$ cat config.mk
export PLATFORM = sky130hd
export DESIGN_NAME = err_addr_window
export DESIGN_NICKNAME = d
export VERILOG_FILES = /design/src/rtl/ea_pkg.sv /design/src/rtl/ea_sel_reg.sv /design/src/rtl/ea_rec_bank.sv /design/src/rtl/ea_access_ctl.sv /design/src/rtl/err_addr_window.sv
export SDC_FILE = /design/constraint.sdc
export NUM_CORES = 1
export LEC_CHECK = 0
export BUFFER_PORTS_ARGS = -buffer_cell sky130_fd_sc_hd__buf_2
export CAP_MARGIN = 20
export CORE_ASPECT_RATIO = 1.75
export CORE_MARGIN = 8
export CORE_UTILIZATION = 50
export CTS_CLUSTER_DIAMETER = 120
export DETAILED_ROUTE_END_ITERATION = 6
export PLACE_DENSITY = 0.74
export SLEW_MARGIN = 10
export SYNTH_ARGS = -nofsm -noshare
export SYNTH_HDL_FRONTEND = slang
export SYNTH_SLANG_ARGS = --single-unit
$ cat constraint.sdc
create_clock -name clk -period 12.7 [get_ports clk]
set_input_delay 2.54 -clock clk [delete_from_list [all_inputs] [get_ports clk]]
set_output_delay 2.54 -clock clk [all_outputs]
set_load 0.02 [all_outputs]
$ cat src/rtl/ea_pkg.sv
package ea_pkg;
  localparam int REC_W  = 64;
  localparam int HALF_W = 32;

  typedef enum logic [1:0] {
    VIEW_FULL = 2'b00,
    VIEW_LO   = 2'b01,
    VIEW_HI   = 2'b10,
    VIEW_RSVD = 2'b11
  } view_e;

  // index is usable only if below both the configured count and the storage size
  function automatic logic sel_in_range(input logic [31:0] sel,
                                        input logic [31:0] cnt,
                                        input logic [31:0] nrec);
    return (cnt != 32'd0) && (sel < cnt) && (sel < nrec);
  endfunction

  // new record value after a write through the given view
  function automatic logic [REC_W-1:0] merge_write(input logic [REC_W-1:0] old,
                                                   input logic [REC_W-1:0] wd,
                                                   input view_e view);
    case (view)
      VIEW_LO: return {old[REC_W-1:HALF_W], wd[HALF_W-1:0]};
      VIEW_HI: return {wd[HALF_W-1:0], old[HALF_W-1:0]};
      default: return wd;
    endcase
  endfunction

  // data presented on the window for a read through the given view
  function automatic logic [REC_W-1:0] extract_read(input logic [REC_W-1:0] rec,
                                                    input view_e view);
    case (view)
      VIEW_LO: return {{HALF_W{1'b0}}, rec[HALF_W-1:0]};
      VIEW_HI: return {{HALF_W{1'b0}}, rec[REC_W-1:HALF_W]};
      default: return rec;
    endcase
  endfunction
endpackage

$ cat src/rtl/ea_sel_reg.sv
module ea_sel_reg #(
  parameter int SEL_W = 16
) (
  input  logic             clk,
  input  logic             rst,
  input  logic             ld,
  input  logic [SEL_W-1:0] d,
  output logic [SEL_W-1:0] q
);
  always_ff @(posedge clk) begin
    if (rst)     q <= '0;
    else if (ld) q <= d;
  end
endmodule

$ cat src/rtl/ea_rec_bank.sv
module ea_rec_bank #(
  parameter int NREC  = 4,
  parameter int IDX_W = 2
) (
  input  logic                   clk,
  input  logic                   rst,
  input  logic                   we,
  input  logic [IDX_W-1:0]       idx,
  input  logic [ea_pkg::REC_W-1:0] wdata,
  output logic [ea_pkg::REC_W-1:0] rdata
);
  logic [ea_pkg::REC_W-1:0] recs [NREC];

  for (genvar g = 0; g < NREC; g++) begin : g_rec
    always_ff @(posedge clk) begin
      if (rst)                              recs[g] <= '0;
      else if (we && (idx == IDX_W'(g)))    recs[g] <= wdata;
    end
  end

  always_comb begin
    rdata = '0;
    if (32'(idx) < NREC) rdata = recs[idx];
  end
endmodule

$ cat src/rtl/ea_access_ctl.sv
module ea_access_ctl #(
  parameter int  NREC    = 4,
  parameter int  CNT_W   = 16,
  parameter int  SEL_W   = 16,
  parameter bit  FEAT_EN = 1'b1
) (
  input  logic             acc_req,
  input  logic             acc_wr,
  input  logic             acc_grant,
  input  ea_pkg::view_e    view,
  input  logic [SEL_W-1:0] sel,
  input  logic [CNT_W-1:0] cnt,
  output logic             acc_ok,
  output logic             bank_we,
  output logic             inval_d,
  output logic             undef
);
  logic in_range, defined, live;

  always_comb begin
    in_range = ea_pkg::sel_in_range(32'(sel), 32'(cnt), 32'(NREC));
    defined  = FEAT_EN && (view != ea_pkg::VIEW_RSVD);
    undef    = acc_req && !defined;
    live     = acc_req && acc_grant && defined;
    acc_ok   = live && in_range;
    bank_we  = acc_ok && acc_wr;
    inval_d  = live && !in_range;
  end
endmodule

$ cat src/rtl/err_addr_window.sv
module err_addr_window #(
  parameter int NREC    = 4,
  parameter int CNT_W   = 16,
  parameter int SEL_W   = 16,
  parameter bit FEAT_EN = 1'b1
) (
  input  logic             clk,
  input  logic             rst,
  input  logic [CNT_W-1:0] rec_count,
  input  logic             sel_wr,
  input  logic [SEL_W-1:0] sel_wdata,
  input  logic             acc_req,
  input  logic             acc_wr,
  input  logic             acc_grant,
  input  logic [1:0]       acc_view,
  input  logic [63:0]      acc_wdata,
  output logic [63:0]      rd_data,
  output logic [SEL_W-1:0] sel_q,
  output logic             inval_o,
  output logic             undef_o
);
  localparam int IDX_W = (NREC > 1) ? $clog2(NREC) : 1;

  ea_pkg::view_e   view;
  logic [IDX_W-1:0] idx;
  logic             acc_ok, bank_we, inval_d;
  logic [63:0]      rec_rd, rec_wd;

  assign view = ea_pkg::view_e'(acc_view);
  assign idx  = sel_q[IDX_W-1:0];

  ea_sel_reg #(.SEL_W(SEL_W)) u_sel (
    .clk(clk), .rst(rst), .ld(sel_wr), .d(sel_wdata), .q(sel_q)
  );

  ea_access_ctl #(.NREC(NREC), .CNT_W(CNT_W), .SEL_W(SEL_W), .FEAT_EN(FEAT_EN)) u_ctl (
    .acc_req(acc_req), .acc_wr(acc_wr), .acc_grant(acc_grant), .view(view),
    .sel(sel_q), .cnt(rec_count), .acc_ok(acc_ok), .bank_we(bank_we),
    .inval_d(inval_d), .undef(undef_o)
  );

  assign rec_wd = ea_pkg::merge_write(rec_rd, acc_wdata, view);

  ea_rec_bank #(.NREC(NREC), .IDX_W(IDX_W)) u_bank (
    .clk(clk), .rst(rst), .we(bank_we), .idx(idx), .wdata(rec_wd), .rdata(rec_rd)
  );

  assign rd_data = acc_ok ? ea_pkg::extract_read(rec_rd, view) : '0;

  always_ff @(posedge clk) begin
    if (rst) inval_o <= 1'b0;
    else     inval_o <= inval_d;
  end
endmodule

==> flow_metrics.tcl <==
set metrics [dict create \
    die_y_um 235 \
    first_pass_iters 5 \
    track_usage_pct 21.9 \
    yosysWarnings 0 \
    fmax_ghz 0.125 \
    cts_tree "yes" \
    p_per_area_nw_per_um2 131 \
    cts_made_buffers 25 \
    finalCoreUtilization_pct 57.2 \
    grt_max_degree 67 \
    synth_area_per_cell_um2 13.1 \
    vias_per_cell 6.08 \
    drcViolationCount 0 \
    worstSetupPathType "input port to output pin" \
    dieWidth_um 141 \
    syn_nets 1163 \
    fin_skew_ns 0.0163 \
    tightest_slew_ns 1.06 \
    status "completed" \
    cap_violations 0 \
    place.gp.congestion 0.778 \
    ys_ff_latch 275 \
    final-setup-viol-count 0 \
    grt_pass1_wl_um 55700 \
    layout.nets 1311 \
    row_count 80 \
    overflow 0 \
    antenna_found_initial 1 \
    layout_commonest_cell "nor2_1" \
    drive_gt1_share_pct 33.1 \
    route.antenna.remaining_nets 0 \
    hold_buffers 0 \
    endpoint_kind "output pin" \
    insertion_delay_ns 0.52 \
    finalNonFillerCells 1533 \
    hold_viol 0 \
    hold_class "flop to flop" \
    clkSlewWorstSetupHoldPaths_ns 0.06 \
    area_growth_pct 13.4 \
    vdd_drop_max_v 0.0000998 \
    cp.required_ns 10.16 \
    drt-initial-drc-count 707 \
    final_cell_mix "nor2_1 (273), edfxtp_1 (256), buf_2 (185)" \
    fillCellCount 2238 \
    relSlewSlack_pct 29.6 \
    cts_resized 0 \
    fin_tns_setup_ns 0 \
    synth.cell_area_um2 13600 \
    wl_per_cell_um 23.6 \
    path_max_fanout 66 \
    arrival_ns 5.44 \
    dp.cells 1490 \
    initial_utilization_pct 50.5 \
    cts_root_buf "clkbuf_16" \
    clock_path_buffers 3 \
    cts_max_level 1 \
    dieArea_um2 33000 \
    holdWs_ns 0.581 \
    drt-total-wl_um 36100 \
    vias 9317 \
    leakage_nw 5.69 \
    ios 186 \
    rsz0062_at_grt "no" \
    postCtsSetupBuffers 0 \
    postLayoutSetupSlackWorst_ns 4.72 \
    clkSinkCount 275 \
    post-route-period-util_pct 62.8 \
    crit_path_start_kind "input port" \
    synth_cell_types 40 \
    netlist_instances 1041 \
    period_minus_slack_ns 7.98 \
    synth-seq-area-share_pct 59.1 \
    core_um2 27000 \
    io_buffers 185 \
    first_global_vias 10200 \
    pre_cts_ws_ns 4.78 \
    slew_viol_final 0 \
    post-dp-hpwl_um 22500 \
]
path summary, 6_finish.rpt:
check	from	endpoint	slack, ns	cells after the start
max	acc_view[0]	rd_data[4]	4.72	9
min	u_sel.q[14]	u_sel.q[14]	0.58	2
max reg2reg	u_sel.q[1]	u_bank.recs[3][13]	9.26	6
min reg2reg	u_sel.q[14]	u_sel.q[14]	0.58	2
cells in the mapped netlist:
cell      number  share of area, %
a2111o_1       1             0.083
a21oi_1       35               1.3
a21oi_2        1             0.064
a22oi_1       89               4.9
a22oi_2        7              0.64
and2_1         1             0.046
and3b_1        1             0.064
and4_1         1             0.064
buf_1          7              0.19
buf_2         13              0.48
buf_4          4              0.22
buf_6         25               2.1
clkbuf_1      31              0.85
dfxtp_1       19               2.8
edfxtp_1     256                56
ha_1          18               1.7
inv_1         20              0.55
mux2i_1       16               1.2
mux4_2        64                11
nand2_1        7              0.19
nand2_2        1             0.046
nand2b_1       3              0.14
nand3_1        6              0.22
nand3_2        2              0.15
nand3b_1       1             0.055
nand4_1        7              0.32
nand4_4        5              0.78
nor2_1       273               7.5
nor2_2        68               3.1
nor2b_1       34               1.6
nor3_1         3              0.11
nor4_1         6              0.28
nor4_2         1             0.092
nor4_4         6              0.94
o211a_1        1             0.073
o21ai_0        2             0.073
o31ai_1        2              0.11
o41ai_1        2              0.13
or2_2          1             0.046
or3b_1         1             0.064
logic make-up (layout without fill, tap and decap cells):
logic type	Yosys count	in the layout	synth area share (%)
compound gates	140	140	7.35
flops	275	275	59.1
other cells	0	1	0
mux	80	80	11.7
fa+ha+maj	18	18	1.65
buf+inv	100	263	4.36
simple gates	428	428	15.8
area by class of cell:
type | count | area, um^2 | area share (%)
inverter | 20 | 75.1 | 0.485
clock inverter | 11 | 153 | 0.987
sequential | 275 | 8080 | 52.2
timing repair buffer | 201 | 1050 | 6.76
multi-input combinational | 666 | 5040 | 32.6
tap | 328 | 410 | 2.65
antenna | 1 | 2.50 | 0.0162
clock buffer | 31 | 668 | 4.32
metal layers:
layer	global-route usage [%]	routed length, um	vias up
li1	-	-	4147
met1	23.4	12800	4647
met2	41.9	19600	448
met3	3.76	2500	75
met4	8.47	1250	0
met5	0	0	-
per-stage QoR:
| step | total power [mW] | area [um^2] |
|---|---|---|
| after floorplan | 1.21 | 13600 |
| after global placement | 1.28 | 14600 |
| after detailed placement | 1.28 | 14600 |
| after CTS | 2.04 | 15500 |
| after global routing | 2.09 | 15500 |
| final | 2.03 | 15500 |
registers in the layout (all words and copies together) (netlist names), named ones only:
signal / count
u_bank.recs: 256
u_sel.q: 16
inval_o: 1
worst max-delay path: stages:
cell	delay, ns
buf_2	0.12
inv_1	0.05
ha_2	0.37
buf_4	0.62
or2_2	0.70
buf_4	0.54
a22oi_1	0.13
nor2_1	0.13
buf_2	0.18
power breakdown:
group / internal, mW / leakage [nW] / switching (mW)
clock network: 0.452 / 0.400 / 0.319
logic: 0.0811 / 2.51 / 0.142
registers: 1.02 / 2.79 / 0.0180
Power figures use the tool's default switching activity.
